$ cat config.mk
export PLATFORM = sky130hd
export DESIGN_NAME = sha1_mmio_engine
export DESIGN_NICKNAME = d
export VERILOG_FILES = /design/src/rtl/sha1_eng_pkg.sv /design/src/rtl/sha1_msg_sched.sv /design/src/rtl/sha1_ctrl.sv /design/src/rtl/sha1_round_core.sv /design/src/rtl/sha1_mmio_engine.sv
export SDC_FILE = /design/constraint.sdc
export NUM_CORES = 2
export LEC_CHECK = 0
export ABC_AREA = 1
export BUFFER_PORTS_ARGS = -buffer_cell sky130_fd_sc_hd__clkbuf_2
export CORE_UTILIZATION = 36
export CTS_CLUSTER_DIAMETER = 120
export DETAILED_ROUTE_END_ITERATION = 8
export MAX_ROUTING_LAYER = met4
export PLACE_DENSITY_LB_ADDON = 0.3
export SETUP_SLACK_MARGIN = 0.05
export SLEW_MARGIN = 0
export SYNTH_ARGS = -nofsm -noshare
export SYNTH_HDL_FRONTEND = slang
export SYNTH_SLANG_ARGS = --single-unit
$ cat constraint.sdc
create_clock -name clk -period 7.7 [get_ports clk]
set_input_delay 0.385 -clock clk [delete_from_list [all_inputs] [get_ports clk]]
set_output_delay 0.385 -clock clk [all_outputs]
set_load 0.02 [all_outputs]
$ cat src/rtl/sha1_eng_pkg.sv
package sha1_eng_pkg;
   localparam int WORD_W    = 32;
   localparam int NUM_H     = 5;
   localparam int BLK_WORDS = 16;
   localparam int ROUNDS    = 80;
   localparam int RND_W     = $clog2(ROUNDS);

   typedef logic [WORD_W-1:0] word_t;
   typedef logic [NUM_H-1:0][WORD_W-1:0] state_t;

   function automatic word_t iv_word(input int j);
      case (j)
         0:       return 32'h67452301;
         1:       return 32'hEFCDAB89;
         2:       return 32'h98BADCFE;
         3:       return 32'h10325476;
         default: return 32'hC3D2E1F0;
      endcase
   endfunction

   function automatic state_t iv_state();
      state_t s;
      for (int j = 0; j < NUM_H; j++) s[j] = iv_word(j);
      return s;
   endfunction

   function automatic word_t rotl(input word_t x, input int n);
      return (x << n) | (x >> (WORD_W - n));
   endfunction

   function automatic word_t round_k(input int t);
      if (t < 20)      return 32'h5A827999;
      else if (t < 40) return 32'h6ED9EBA1;
      else if (t < 60) return 32'h8F1BBCDC;
      else             return 32'hCA62C1D6;
   endfunction

   function automatic word_t round_f(input int t, input word_t b, input word_t c, input word_t d);
      if (t < 20)                return (b & c) | (~b & d);
      else if (t >= 40 && t < 60) return (b & c) | (b & d) | (c & d);
      else                       return b ^ c ^ d;
   endfunction
endpackage

$ cat src/rtl/sha1_msg_sched.sv
module sha1_msg_sched
   import sha1_eng_pkg::*;
#(
   parameter int WORDS = BLK_WORDS
) (
   input  logic                     clk,
   input  logic                     wr_i,
   input  logic [$clog2(WORDS)-1:0] idx_i,
   input  word_t                    data_i,
   input  logic                     shift_i,
   output word_t                    w_o
);
   localparam int IDX_W = $clog2(WORDS);

   word_t w_q [WORDS];
   word_t w_new;

   initial begin
      assert (WORDS == 16) else $error("sha1_msg_sched: schedule needs 16 words");
   end

   assign w_new = rotl(w_q[13] ^ w_q[8] ^ w_q[2] ^ w_q[0], 1);
   assign w_o   = w_q[0];

   for (genvar i = 0; i < WORDS; i++) begin : g_word
      always_ff @(posedge clk) begin
         if (shift_i)
            w_q[i] <= (i == WORDS-1) ? w_new : w_q[(i+1) % WORDS];
         else if (wr_i && idx_i == IDX_W'(i))
            w_q[i] <= data_i;
      end
   end

   // a bus load never lands while the schedule is rolling
   p_no_load_in_run_r7: assert property (@(posedge clk) !(wr_i && shift_i));
endmodule

$ cat src/rtl/sha1_ctrl.sv
module sha1_ctrl
   import sha1_eng_pkg::*;
(
   input  logic             clk,
   input  logic             rst_n,
   input  logic             srst_i,
   input  logic             go_i,
   output logic             busy_o,
   output logic             start_o,
   output logic             run_o,
   output logic             fin_o,
   output logic [RND_W-1:0] round_o
);
   typedef enum logic [1:0] {S_IDLE, S_RUN, S_FIN} st_e;
   st_e              st_q;
   logic [RND_W-1:0] cnt_q;

   assign busy_o  = (st_q != S_IDLE);
   assign start_o = go_i && (st_q == S_IDLE) && !srst_i;
   assign run_o   = (st_q == S_RUN) && !srst_i;
   assign fin_o   = (st_q == S_FIN) && !srst_i;
   assign round_o = cnt_q;

   always_ff @(posedge clk or negedge rst_n) begin
      if (!rst_n) begin
         st_q  <= S_IDLE;
         cnt_q <= '0;
      end else if (srst_i) begin
         st_q  <= S_IDLE;
         cnt_q <= '0;
      end else begin
         case (st_q)
            S_IDLE: if (start_o) begin
               st_q  <= S_RUN;
               cnt_q <= '0;
            end
            S_RUN: begin
               if (cnt_q == RND_W'(ROUNDS-1)) st_q <= S_FIN;
               else                          cnt_q <= cnt_q + 1'b1;
            end
            default: st_q <= S_IDLE;
         endcase
      end
   end

   // a run always begins at round zero
   p_start_round0_r4: assert property (@(posedge clk) disable iff (!rst_n)
      $rose(busy_o) |-> (cnt_q == '0));
   // busy does not drop before the final accumulate cycle
   p_no_early_drop_r4: assert property (@(posedge clk) disable iff (!rst_n)
      (run_o && !srst_i) |=> busy_o);
   // soft reset forces idle on the next edge
   p_srst_idle_r8: assert property (@(posedge clk) disable iff (!rst_n)
      srst_i |=> !busy_o);
   // a start request while running does not restart the count
   p_go_ignored_r6: assert property (@(posedge clk) disable iff (!rst_n)
      (go_i && run_o && cnt_q != '0 && cnt_q != RND_W'(ROUNDS-1)) |=> (cnt_q == $past(cnt_q) + 1'b1));
endmodule

$ cat src/rtl/sha1_round_core.sv
module sha1_round_core
   import sha1_eng_pkg::*;
(
   input  logic             clk,
   input  logic             rst_n,
   input  logic             init_i,
   input  logic             start_i,
   input  logic             cont_i,
   input  logic             run_i,
   input  logic             fin_i,
   input  logic [RND_W-1:0] round_i,
   input  word_t            w_i,
   output state_t           h_o
);
   state_t h_q;
   state_t v_q;
   word_t  tmp;

   assign tmp = rotl(v_q[0], 5)
              + round_f(int'(round_i), v_q[1], v_q[2], v_q[3])
              + v_q[4] + round_k(int'(round_i)) + w_i;
   assign h_o = h_q;

   always_ff @(posedge clk or negedge rst_n) begin
      if (!rst_n) begin
         h_q <= iv_state();
         v_q <= '0;
      end else if (init_i) begin
         h_q <= iv_state();
      end else if (start_i) begin
         if (cont_i) begin
            v_q <= h_q;
         end else begin
            h_q <= iv_state();
            v_q <= iv_state();
         end
      end else if (run_i) begin
         v_q[0] <= tmp;
         v_q[1] <= v_q[0];
         v_q[2] <= rotl(v_q[1], 30);
         v_q[3] <= v_q[2];
         v_q[4] <= v_q[3];
      end else if (fin_i) begin
         for (int j = 0; j < NUM_H; j++) h_q[j] <= h_q[j] + v_q[j];
      end
   end

   // the chaining state holds still during the rounds
   p_chain_stable_r3: assert property (@(posedge clk) disable iff (!rst_n)
      (run_i && !init_i) |=> $stable(h_q));
   // soft reset returns the chaining state to the initial values
   p_init_iv_r8: assert property (@(posedge clk) disable iff (!rst_n)
      init_i |=> (h_q == iv_state()));
endmodule

$ cat src/rtl/sha1_mmio_engine.sv
module sha1_mmio_engine
   import sha1_eng_pkg::*;
#(
   parameter int ADDR_W = 8
) (
   input  logic              clk,
   input  logic              rst_n,
   input  logic              bus_we,
   input  logic [ADDR_W-1:0] bus_addr,
   input  logic [31:0]       bus_wdata,
   output logic [31:0]       bus_rdata
);
   localparam int WA_W     = ADDR_W - 2;
   localparam int CTRL_WI  = 0;
   localparam int SRST_WI  = 1;
   localparam int RES_WI   = 8;
   localparam int DATA_WI  = 16;
   localparam int IDX_W    = $clog2(BLK_WORDS);
   localparam int BUSY_BIT = 0;
   localparam int GO_BIT   = 1;
   localparam int CONT_BIT = 3;

   initial begin
      assert (ADDR_W >= 8) else $error("sha1_mmio_engine: ADDR_W must reach offset 0x80");
   end

   logic [WA_W-1:0]  wa;
   logic             srst_q, cont_q;
   logic             busy, start, run, fin, go_wr, data_wr, in_data;
   logic [RND_W-1:0] round;
   word_t            w_cur;
   state_t           h;

   assign wa      = bus_addr[ADDR_W-1:2];
   assign in_data = (wa >= WA_W'(DATA_WI)) && (wa < WA_W'(DATA_WI + BLK_WORDS));
   assign go_wr   = bus_we && (wa == WA_W'(CTRL_WI)) && bus_wdata[GO_BIT];
   assign data_wr = bus_we && in_data && !busy && !srst_q;

   always_ff @(posedge clk or negedge rst_n) begin
      if (!rst_n) begin
         srst_q <= 1'b0;
         cont_q <= 1'b0;
      end else if (bus_we) begin
         if (wa == WA_W'(SRST_WI)) srst_q <= bus_wdata[0];
         if (wa == WA_W'(CTRL_WI)) cont_q <= bus_wdata[CONT_BIT];
      end
   end

   sha1_ctrl u_ctrl (
      .clk     (clk),
      .rst_n   (rst_n),
      .srst_i  (srst_q),
      .go_i    (go_wr),
      .busy_o  (busy),
      .start_o (start),
      .run_o   (run),
      .fin_o   (fin),
      .round_o (round)
   );

   sha1_msg_sched #(.WORDS(BLK_WORDS)) u_sched (
      .clk     (clk),
      .wr_i    (data_wr),
      .idx_i   (bus_addr[IDX_W+1:2]),
      .data_i  (bus_wdata),
      .shift_i (run),
      .w_o     (w_cur)
   );

   sha1_round_core u_core (
      .clk     (clk),
      .rst_n   (rst_n),
      .init_i  (srst_q),
      .start_i (start),
      .cont_i  (bus_wdata[CONT_BIT]),
      .run_i   (run),
      .fin_i   (fin),
      .round_i (round),
      .w_i     (w_cur),
      .h_o     (h)
   );

   word_t res_mux [NUM_H];
   for (genvar j = 0; j < NUM_H; j++) begin : g_res
      assign res_mux[j] = h[j];
   end

   always_comb begin
      bus_rdata = '0;
      if (wa == WA_W'(CTRL_WI)) begin
         bus_rdata[BUSY_BIT] = busy && !srst_q;
         bus_rdata[CONT_BIT] = cont_q;
      end else if (wa == WA_W'(SRST_WI)) begin
         bus_rdata[0] = srst_q;
      end else begin
         for (int j = 0; j < NUM_H; j++)
            if (wa == WA_W'(RES_WI + j)) bus_rdata = res_mux[j];
      end
   end

   // busy is never reported while soft reset is held
   p_busy_masked_r8: assert property (@(posedge clk) disable iff (!rst_n)
      srst_q |-> !bus_rdata[BUSY_BIT] || wa != WA_W'(CTRL_WI));
   // the start bit never reads back as 1
   p_go_reads_zero_r5: assert property (@(posedge clk) disable iff (!rst_n)
      (wa == WA_W'(CTRL_WI)) |-> !bus_rdata[GO_BIT]);
endmodule

==> results.sh <==
export IMPL_layout_drive_gt1_share_pct=6.367
export IMPL_rsz0062_at_grt="no"
export IMPL_fin_nets=7013
export IMPL_cts_tree="yes"
export IMPL_die_area_um2=152500
export IMPL_async_reset_ff_share_pct=39.26
export IMPL_slowest_stage="nand2_1"
export IMPL_post_cts_buffers=0
export IMPL_rows=142
export IMPL_critPathBufInv=6
export IMPL_ys_warn_count=0
export IMPL_grt_max_degree=143
export IMPL_status="finished clean"
export IMPL_vias=46960
export IMPL_setup_violations=0
export IMPL_grtUsageMet3_pct=3.709
export IMPL_antenna_found_initial=1
export IMPL_stdcell_count=8724
export IMPL_netlist_instances=6691
export IMPL_synth_fp_nets=7079
export IMPL_drt_iter0_drc=4481
export IMPL_hold_viol_final=0
export IMPL_fmax_mhz=151.9
export IMPL_syn_area_um2=54340
export IMPL_synth_mux_area_share_pct=0.5710
export IMPL_endpoint_kind="register"
export IMPL_cts_root_buffer="clkbuf_16"
export IMPL_synth_top_family_by_area="simple AND/OR/NAND/NOR gates"
export IMPL_period_share_pct=85.51
export IMPL_hold_class="input pin to register"
export IMPL_coreArea_um2=149800
export IMPL_drc=0
export IMPL_die_y_um=390.5
export IMPL_clk_path_buf_depth=3
export IMPL_drt_pass1_iterations=6
export IMPL_yosysSeqAreaShare_pct=43.72
export IMPL_period_minus_slack_ps=6584
export IMPL_clock_sinks=843
export IMPL_grt_overflow=0
export IMPL_maxSlewViolCount=0
export IMPL_synth_xor_area_share_pct=2.547
export IMPL_synth_edf_count=512
export IMPL_detailed_place_hpwl_um=155400
export IMPL_initial_core_util_pct=36.28
export IMPL_wirelength_um=205500
export IMPL_slew_limit_headroom_pct=11.94
export IMPL_layout_common_cells="nand2_1 (1564), o21ai_0 (855), inv_1 (784)"
export IMPL_cp_data_arrival_time_ps=7200
export IMPL_first_global_vias=45550
export IMPL_cts_buffers=99
export IMPL_grt_met2_usage_pct=43.67
export IMPL_required_ps=8310
export IMPL_path_class="register to register"
export IMPL_dp_cells=8538
export IMPL_boundaryPins=75
export IMPL_vias_per_cell=5.382
export IMPL_grt_pass1_wl_um=301600
export IMPL_ys_ff_latch=843
export IMPL_hold_buffers=2
export IMPL_synthAdderAreaFrac_pct=9.657
export IMPL_drtAntennaViolNets=0
export IMPL_cts_resized=0
export IMPL_cpPeakStageDelay_ps=970
export IMPL_gp_congestion=1.050
export IMPL_grtUsageMet1_pct=34.73
export IMPL_avgSynthCellArea_um2=8.121
export IMPL_clkLatencyLatePin_ps=750
export IMPL_crit_path_max_fanout=14
export IMPL_busiest_layer="met2"
export IMPL_dieWidth_um=390.5
export IMPL_yosys_most_used_dff="edfxtp_1"
export IMPL_cp_start_kind="register"
export IMPL_cap_violations=0
export IMPL_synth_compound_area_share_pct=16.15
export IMPL_crit_top_cell="nand2_1"
export IMPL_skew_ps=55.04
export IMPL_worst_path_dominant_cell_family="simple AND/OR/NAND/NOR gates"
export IMPL_wire_per_inst_um=23.55
export IMPL_worst_pin_slew_ps=1318
export IMPL_setup_tns_ps=0
export IMPL_grt_usage_pct=27.50
export IMPL_synth_cell_type_count=49
export IMPL_cts_htree_levels=3
export IMPL_synthSimpleGateAreaFrac_pct=19.49
export IMPL_syn_to_final_growth_pct=10.45
export IMPL_path_clk_slew_ps=60
export IMPL_numPortBuffers=72
export IMPL_layout_commonest_cell="nand2_1"
## worst paths after layout
| kind | startpoint | end | slack [ps] | cells past startpoint |
|---|---|---|---|---|
| max in group asynchronous | rst_n | u_core.h_o[119] | 5970 | 3 |
| worst min-delay path | bus_addr[7] | srst_q | 50 | 4 |
| worst min register to register | cont_q | cont_q | 500 | 2 |
| worst max-delay path | u_ctrl.round_o[3] | u_core.v_q[27] | 1120 | 28 |
| worst max register to register | u_ctrl.round_o[3] | u_core.v_q[27] | 1120 | 28 |
| min in group asynchronous | rst_n | u_core.v_q[100] | 260 | 2 |
## cell families after synthesis
logic type                 count (synthesis)
adders and majority gates                345
DFF                                      843
AOI/OAI and AO/OA                       1616
buffers and inverters                   1094
muxes                                     31
xor gates and xnor gates                 158
and+or+nand+nor                         2604
## registers in the layout (all words and copies together) (netlist names)
| name | cells |
|---|---|
| srst_q | 1 |
| cont_q | 1 |
| u_core.h_o | 160 |
| u_core.v_q | 160 |
| u_ctrl.st_q | 2 |
| u_ctrl.round_o | 7 |
| u_sched.w_q | 512 |
## metal layers
layer	wire length [um]	up-vias	share of wire, %
met5	0	-	0
met3	13370	339	6.5
li1	-	22300	-
met1	86410	22760	42
met4	10520	0	5.1
met2	95160	1558	46
## stage by stage
| stage | util, % | area (um^2) | worst slack, ps | hold WS [ps] |
|---|---|---|---|---|
| final | 40.07 | 60020 | 1116 | 50.17 |
| after global routing | 40.07 | 60010 | 930.1 | 90.02 |
| after CTS | 40.07 | 60010 | 1249 | 1.757 |
| after detailed placement | 37.77 | 56580 | 1260 | 432.1 |
| after global placement | 37.77 | 56580 | 1279 | 435.1 |
| after floorplan | - | 54340 | 3013 | 89.41 |
## cell usage after synthesis (all sizes together) (2+ instances only)
master | n | area, um^2
a211oi | 44 | 330.3
a21boi | 9 | 67.56
a21o | 22 | 165.2
a21oi | 437 | 2187
a221o | 2 | 20.02
a221oi | 11 | 96.34
a22oi | 50 | 375.4
a31oi | 56 | 350.3
a32oi | 10 | 87.58
and3 | 3 | 18.77
buf | 77 | 458.0
clkbuf | 224 | 842.1
dfrtp | 251 | 6281
dfstp | 80 | 2102
edfxtp | 512 | 15370
fa | 124 | 2482
ha | 221 | 2765
inv | 792 | 2973
mux2i | 31 | 310.3
nand2 | 1590 | 5988
nand3 | 321 | 1607
nand3b | 21 | 157.7
nand4 | 49 | 306.5
nor2 | 528 | 2009
nor3 | 64 | 320.3
nor3b | 5 | 37.54
nor4 | 11 | 68.82
o211ai | 2 | 15.01
o21a | 16 | 120.1
o21ai | 875 | 4379
o21bai | 33 | 247.7
o221ai | 9 | 78.83
o22ai | 39 | 244.0
or2 | 11 | 68.82
xnor2 | 123 | 1077
xor2 | 35 | 306.5
## worst reg2reg max path, delay by kind of cell, from the launching register on
family / cells / cell delay [ps]
buffers and inverters: 6 / 750
AND/OR/NAND/NOR: 16 / 3180
adder cells (fa/ha/maj): 5 / 2030
AO/OA/AOI/OAI: 1 / 80
flip-flops: 1 / 430
## final cells by class
cell class,count,area (um^2)
Multi-Input combinational cell,4754,26460
Tap cell,2016,2522
Timing Repair Buffer,134,878.3
Fill cell,15260,89760
Sequential cell,843,23760
Inverter,793,2980
Antenna cell,2,5.005
Clock inverter,52,750.7
Clock buffer,130,2664
Power is not shown: default switching activity piles up to over one toggle a cycle in this logic, so the estimate is an artifact.
